[config.mk]
export PLATFORM = sky130hd
export DESIGN_NAME = memWidthAdapter
export DESIGN_NICKNAME = d
export VERILOG_FILES = /design/src/rtl/memWidthPkg.sv /design/src/rtl/memWidthCtrl.sv /design/src/rtl/memWidthDatapath.sv /design/src/rtl/memWidthAdapter.sv
export SDC_FILE = /design/constraint.sdc
export NUM_CORES = 1
export LEC_CHECK = 0
export ABC_AREA = 0
export BUFFER_PORTS_ARGS = -buffer_cell sky130_fd_sc_hd__buf_2
export CORE_AREA = 2 2 128 117
export DETAILED_ROUTE_END_ITERATION = 8
export DIE_AREA = 0 0 130 119
export PLACE_DENSITY = 0.65
export SETUP_SLACK_MARGIN = 0.1
export SYNTH_ARGS = -nofsm -noshare
export SYNTH_HDL_FRONTEND = slang
export SYNTH_SLANG_ARGS = --single-unit
[constraint.sdc]
create_clock -name clk -period 4.8 [get_ports clk]
set_input_delay 0.24 -clock clk [delete_from_list [all_inputs] [get_ports clk]]
set_output_delay 0.24 -clock clk [all_outputs]
set_load 0.01 [all_outputs]
[src/rtl/memWidthPkg.sv]
package memWidthPkg;

  typedef enum logic [1:0] {
    WIDTH8  = 2'd0,
    WIDTH16 = 2'd1,
    WIDTH32 = 2'd2
  } widthE;

  typedef enum logic [2:0] {
    ST_IDLE,
    ST_SETUP,
    ST_STROBE,
    ST_HOLD,
    ST_DONE
  } stateE;

  typedef struct packed {
    logic       load;
    logic       capture;
    logic       write;
    logic [1:0] unit;
    widthE      width;
  } dpStrobeT;

  function automatic widthE decodeWidth(logic [1:0] sel);
    case (sel)
      2'd0:    return WIDTH8;
      2'd1:    return WIDTH16;
      default: return WIDTH32;
    endcase
  endfunction

  // one bit per device access of a word, set when any of its bytes is enabled
  function automatic logic [3:0] unitMask(widthE w, logic [3:0] be);
    case (w)
      WIDTH8:  return be;
      WIDTH16: return {2'b00, |be[3:2], |be[1:0]};
      default: return {3'b000, |be};
    endcase
  endfunction

  // lowest set unit at or above 'from'; bit 2 set means none left
  function automatic logic [2:0] firstUnit(logic [3:0] mask, logic [2:0] from);
    logic [2:0] r;
    r = 3'b100;
    for (int i = 3; i >= 0; i--) begin
      if (mask[i] && (3'(i) >= from)) r = {1'b0, 2'(i)};
    end
    return r;
  endfunction

  function automatic logic [31:0] byteMask(logic [3:0] be);
    logic [31:0] m;
    for (int i = 0; i < 4; i++) m[8*i +: 8] = {8{be[i]}};
    return m;
  endfunction

endpackage

[src/rtl/memWidthCtrl.sv]
module memWidthCtrl
  import memWidthPkg::*;
(
  input  logic       clk,
  input  logic       rstN,
  input  logic [1:0] widthSel,
  input  logic       reqValid,
  input  logic       reqWrite,
  input  logic [3:0] reqBe,
  output dpStrobeT   stb,
  output logic       ceN,
  output logic       oeN,
  output logic       weN,
  output logic       doutEn,
  output logic       reqReady
);

  stateE      state;
  widthE      widthQ;
  logic [3:0] maskQ;
  logic [1:0] unitQ;
  logic       writeQ;

  widthE      widthNow;
  logic [3:0] maskNow;
  logic [2:0] firstNow;
  logic [2:0] nextAfter;
  logic       accept;
  logic       inAccess;

  always_comb begin
    widthNow  = decodeWidth(widthSel);
    maskNow   = unitMask(widthNow, reqBe);
    firstNow  = firstUnit(maskNow, 3'd0);
    nextAfter = firstUnit(maskQ, {1'b0, unitQ} + 3'd1);
    accept    = (state == ST_IDLE) && reqValid;
  end

  always_ff @(posedge clk or negedge rstN) begin
    if (!rstN) begin
      state  <= ST_IDLE;
      widthQ <= WIDTH32;
      maskQ  <= 4'b0;
      unitQ  <= 2'd0;
      writeQ <= 1'b0;
    end else begin
      case (state)
        ST_IDLE: begin
          if (reqValid) begin
            widthQ <= widthNow;
            maskQ  <= maskNow;
            writeQ <= reqWrite;
            if (firstNow[2]) begin
              state <= ST_DONE;
            end else begin
              unitQ <= firstNow[1:0];
              state <= ST_SETUP;
            end
          end
        end
        ST_SETUP:  state <= ST_STROBE;
        ST_STROBE: state <= ST_HOLD;
        ST_HOLD: begin
          if (nextAfter[2]) begin
            state <= ST_DONE;
          end else begin
            unitQ <= nextAfter[1:0];
            state <= ST_SETUP;
          end
        end
        default: state <= ST_IDLE;
      endcase
    end
  end

  always_comb begin
    inAccess    = (state == ST_SETUP) || (state == ST_STROBE) || (state == ST_HOLD);
    ceN         = !inAccess;
    oeN         = !((state == ST_STROBE) && !writeQ);
    weN         = !((state == ST_STROBE) && writeQ);
    doutEn      = inAccess && writeQ;
    reqReady    = (state == ST_DONE);
    stb.load    = accept;
    stb.capture = (state == ST_STROBE) && !writeQ;
    stb.write   = writeQ;
    stb.unit    = unitQ;
    stb.width   = widthQ;
  end

  // never both strobes
  a_r6_strobe_exclusive: assert property (@(posedge clk) disable iff (!rstN)
    !(!oeN && !weN));
  // strobe only inside chip enable, preceded by a setup cycle
  a_r6_setup_first: assert property (@(posedge clk) disable iff (!rstN)
    (!oeN || !weN) |-> (!ceN && $past(!ceN && oeN && weN)));
  // strobe lasts one clock, followed by hold with chip enable low
  a_r6_one_cycle_strobe: assert property (@(posedge clk) disable iff (!rstN)
    (!oeN || !weN) |=> (oeN && weN && !ceN));
  // unit index held through the strobe
  a_r4_unit_stable: assert property (@(posedge clk) disable iff (!rstN)
    (!oeN || !weN) |-> $stable(unitQ));
  // ready is a single-cycle pulse
  a_r9_ready_pulse: assert property (@(posedge clk) disable iff (!rstN)
    reqReady |=> !reqReady);
  // sampled width is frozen while a request is in flight
  a_r10_width_held: assert property (@(posedge clk) disable iff (!rstN)
    (state != ST_IDLE && $past(state) != ST_IDLE) |-> $stable(widthQ));
  // empty request completes without touching the device
  a_r12_empty_request: assert property (@(posedge clk) disable iff (!rstN)
    (accept && reqBe == 4'b0) |=> (ceN && reqReady));

endmodule

[src/rtl/memWidthDatapath.sv]
module memWidthDatapath
  import memWidthPkg::*;
#(
  parameter int ADDR_W = 20,
  localparam int DEV_W = ADDR_W + 2
) (
  input  logic              clk,
  input  logic              rstN,
  input  dpStrobeT          stb,
  input  logic [ADDR_W-1:0] reqAddr,
  input  logic [3:0]        reqBe,
  input  logic [31:0]       reqWdata,
  input  logic [31:0]       extDin,
  output logic [DEV_W-1:0]  extAddr,
  output logic [3:0]        extBeN,
  output logic [31:0]       extDout,
  output logic [31:0]       rspRdata
);

  logic [ADDR_W-1:0] addrQ;
  logic [3:0]        beQ;
  logic [31:0]       wdataQ;
  logic [31:0]       rdataQ;
  logic [1:0]        halfBe;
  logic [15:0]       halfData;

  always_ff @(posedge clk or negedge rstN) begin
    if (!rstN) begin
      addrQ  <= '0;
      beQ    <= 4'b0;
      wdataQ <= 32'b0;
      rdataQ <= 32'b0;
    end else if (stb.load) begin
      addrQ  <= reqAddr;
      beQ    <= reqBe;
      wdataQ <= reqWdata;
      rdataQ <= 32'b0;
    end else if (stb.capture) begin
      for (int b = 0; b < 4; b++) begin
        if (beQ[b]) begin
          case (stb.width)
            WIDTH8: begin
              if (2'(b) == stb.unit) rdataQ[8*b +: 8] <= extDin[7:0];
            end
            WIDTH16: begin
              if (1'(b >> 1) == stb.unit[0]) rdataQ[8*b +: 8] <= extDin[8*(b % 2) +: 8];
            end
            default: rdataQ[8*b +: 8] <= extDin[8*b +: 8];
          endcase
        end
      end
    end
  end

  always_comb begin
    halfBe   = stb.unit[0] ? beQ[3:2] : beQ[1:0];
    halfData = stb.unit[0] ? wdataQ[31:16] : wdataQ[15:0];
    case (stb.width)
      WIDTH8: begin
        extAddr = {addrQ, stb.unit};
        extBeN  = 4'b1110;
        extDout = {24'b0, wdataQ[8*stb.unit +: 8]};
      end
      WIDTH16: begin
        extAddr = {1'b0, addrQ, stb.unit[0]};
        extBeN  = {2'b11, stb.write ? ~halfBe : 2'b00};
        extDout = {16'b0, halfData};
      end
      default: begin
        extAddr = {2'b00, addrQ};
        extBeN  = stb.write ? ~beQ : 4'b0000;
        extDout = wdataQ;
      end
    endcase
    rspRdata = rdataQ;
  end

  // bytes outside the request's enables always read back as zero
  a_r8_disabled_bytes_zero: assert property (@(posedge clk) disable iff (!rstN)
    (rdataQ & ~byteMask(beQ)) == 32'b0);
  // read data changes only on load or capture
  a_r9_rdata_held: assert property (@(posedge clk) disable iff (!rstN)
    (!$past(stb.load) && !$past(stb.capture)) |-> $stable(rdataQ));

endmodule

[src/rtl/memWidthAdapter.sv]
module memWidthAdapter
  import memWidthPkg::*;
#(
  parameter int ADDR_W = 20
) (
  input  logic              clk,
  input  logic              rstN,
  input  logic [1:0]        widthSel,
  input  logic              reqValid,
  input  logic              reqWrite,
  input  logic [ADDR_W-1:0] reqAddr,
  input  logic [3:0]        reqBe,
  input  logic [31:0]       reqWdata,
  output logic              reqReady,
  output logic [31:0]       rspRdata,
  output logic [ADDR_W+1:0] extAddr,
  output logic              extCeN,
  output logic              extOeN,
  output logic              extWeN,
  output logic [3:0]        extBeN,
  output logic [31:0]       extDout,
  output logic              extDoutEn,
  input  logic [31:0]       extDin
);

  dpStrobeT stb;

  memWidthCtrl ctrl_i (
    .clk      (clk),
    .rstN     (rstN),
    .widthSel (widthSel),
    .reqValid (reqValid),
    .reqWrite (reqWrite),
    .reqBe    (reqBe),
    .stb      (stb),
    .ceN      (extCeN),
    .oeN      (extOeN),
    .weN      (extWeN),
    .doutEn   (extDoutEn),
    .reqReady (reqReady)
  );

  memWidthDatapath #(.ADDR_W(ADDR_W)) dp_i (
    .clk      (clk),
    .rstN     (rstN),
    .stb      (stb),
    .reqAddr  (reqAddr),
    .reqBe    (reqBe),
    .reqWdata (reqWdata),
    .extDin   (extDin),
    .extAddr  (extAddr),
    .extBeN   (extBeN),
    .extDout  (extDout),
    .rspRdata (rspRdata)
  );

endmodule

==> qor.yml <==
clock_tree:
  insertion_delay_ns: 0.34
  h-tree-depth: 3
  clock_path_buffers: 2
  clock-root-buffer: "clkbuf_16"
  cts_buffers: 9
  cts.sinks: 99
  cts_hold_buf: 1
  post_cts_buffers: 0
  cts_tree: "done"
  cts_resized: 0
  clk_pin_slew_ns: 0.06
die:
  rows: 42
  die_h_um: 119
  dieArea_um2: 15500
  die_x_um: 130
  start_util_pct: 38.8
  coreArea_um2: 14300
  io_pins: 189
place:
  dp_hpwl_um: 11000
  place_congestion: 0.855
  port_buffers: 188
  dpl_cell_area_um2: 6580
timing:
  slew_violations: 0
  hold_viol_final: 0
  fmax_ghz: 0.330
  period_share_pct: 63.1
  slew-limit-headroom_pct: 20.7
  fin_skew_ns: 0.00459
  rsz0062_at_grt: "false"
  finalSetupViolCount: 0
  finalSetupTns_ns: 0
  tightest_slew_ns: 1.19
  min_period_ns: 3.03
yosys:
  ys_seq_area_share_pct: 44.5
  synth_edf_count: 0
  yosysWarnings: 0
  syn_area_per_cell_um2: 10.9
  syn-cell-area_um2: 5570
  yosys_register_bits: 99
  synthCells: 513
  yosysUniqueCellTypes: 51
  synth_nets: 607
  synthFlopType: "dfrtp_1"
  async_flop_share_pct: 100
drt:
  drtAntennaViolNets: 0
  vias: 4548
  drcViolationCount: 0
  first_iter_violations: 210
  wl_per_cell_um: 17.6
  routed_via_density: 5.17
  drt-total-wl_um: 15500
  drtPass1Iterations: 4
pwr:
  netSwitchingPower_uw: 2010
  switching_share_pct: 40.9
  p_seq_share_pct: 35.2
  ir_drop_uv: 369
  pwr-share-comb_pct: 50.4
  leakage_uw: 0.00345
  intPower_uw: 2910
  p_per_area_nw_per_um2: 715
  p_clk_share_pct: 14.4
cells_and_area:
  fin_area_um2: 6890
  areaGrowthSynthToFinish_pct: 23.7
  drive_above_1_share_pct: 40.5
  nNetsFinal: 770
  final_cell_mix: "buf_2, dfrtp_1, mux2i_1, o21ai_0, mux2_4"
  diodes: 0
  utilization_pct: 48.0
  layout_commonest_cell: "buf_2"
global_route:
  grt_max_degree: 103
  busiest_layer: "met2"
  gr-usage-met3_pct: 6.78
  use_met2_pct: 31.3
  grt.overflow.total: 0
  track_usage_pct: 20.0
  grt_antenna_before_repair: 0
  grt_use_met1_pct: 25.5
  grt_first_pass_wirelength_um: 23900
  grt_pass1_vias: 4484
critical_path:
  cp-start-kind: "register"
  critPathKind: "reg -> out"
  crit_path_max_fanout: 102
  cp-end-kind: "primary output"
  critPathArrivalTime_ns: 2.79
  required_ns: 4.56
run:
  cap_violations: 0
run_status:
  status: "complete, no violations"
worst_hold_path:
  min_path_type: "in -> reg"
flip-flops by register name (all words and copies together), names as in the netlist:
| signal | cells |
|---|---|
| dp_i.beQ | 4 |
| ctrl_i.state | 3 |
| ctrl_i.writeQ | 1 |
| dp_i.wdataQ | 32 |
| ctrl_i.widthQ | 2 |
| dp_i.rspRdata | 32 |
| ctrl_i.unitQ | 2 |
| dp_i.addrQ | 20 |
| ctrl_i.maskQ | 3 |
path summary, 6_finish.rpt:
path                                               from                           to  slack [ns]  cells after the start
setup / recovery           ctrl_i.widthQ[1]$_DFFE_PN1P_                   extDout[3]        1.77                      5
hold / removal                               reqAddr[6]    dp_i.addrQ[6]$_DFFE_PN0P_        0.12                      2
setup reg to reg            ctrl_i.state[0]$_DFFE_PN0P_    dp_i.addrQ[9]$_DFFE_PN0P_        2.26                      3
hold reg to reg             ctrl_i.maskQ[1]$_DFFE_PN0P_  ctrl_i.maskQ[1]$_DFFE_PN0P_        0.49                      2
max in group asynchronous                          rstN   dp_i.addrQ[15]$_DFFE_PN0P_        3.21                      3
min in group asynchronous                          rstN  ctrl_i.state[2]$_DFFE_PN0P_        0.45                      2
metal layers:
layer | up-vias | routed length, um
met1 | 2180 | 6690
li1 | 2183 | -
met5 | - | 0
met2 | 164 | 7090
met3 | 21 | 1300
met4 | 0 | 380
power groups by stage:
| stage | Clock, uW | Combinational [uW] | Sequential [uW] |
|---|---|---|---|
| floorplan | 0 | 1890 | 1480 |
| global placement | 0 | 2450 | 1720 |
| detailed placement | 0 | 2490 | 1740 |
| CTS | 740 | 2500 | 1730 |
| global route | 772 | 2710 | 1810 |
| finish | 712 | 2480 | 1730 |
stage by stage:
step,worst slack [ns],total power [uW],hold slack (ns),std cells
floorplan,3.04,3370,-0.0556,513
global placement,2.17,4170,0.290,861
detailed placement,2.14,4220,0.290,861
CTS,1.74,4970,0.103,878
global route,1.52,5290,0.108,879
finish,1.77,4930,0.121,879
critical path: stages (launching register included):
cell,delay [ns]
dfstp_4,1.21
nor2b_1,0.37
nand2b_1,0.35
nor2_1,0.10
a221o_1,0.28
buf_2,0.14
final cells by class:
cell class	instances	area, um^2
clock buffers	15	288
clock inverters	1	5.00
fillers	1358	7460
inverters	4	15.0
multi-input cells	369	2860
flip-flops and latches	99	2480
well taps	198	248
repair buffers	193	987
synth_stat cells (all sizes together) (2+ instances only):
cell type	n	area share, %
or4b	2	0.43
inv	3	0.20
nor2b	5	0.56
nand3	32	2.9
nor4	2	0.22
a21boi	6	0.81
o21ai	57	5.1
nor3	2	0.18
and2	20	2.2
o21bai	3	0.40
nand2b	4	0.45
a22o	16	2.5
o211ai	4	0.54
nor3b	3	0.40
nor2	25	1.7
mux2	59	15
a22oi	3	0.49
dfrtp	98	44
clkbuf	15	1.0
o21ba	2	0.36
buf	26	2.9
mux2i	52	9.3
o311ai	2	0.45
a221o	8	1.4
nand2	36	2.4
a21oi	13	1.2
cell families after synthesis:
logic type	share of synthesized area (%)
AOI/OAI and AO/OA	14.2
xor gates and xnor gates	0.157
buffers and inverters	4.22
DFF	44.5
muxes	24.4
and+or+nand+nor	12.5
No activity file was read; power rests on OpenSTA's default activity.
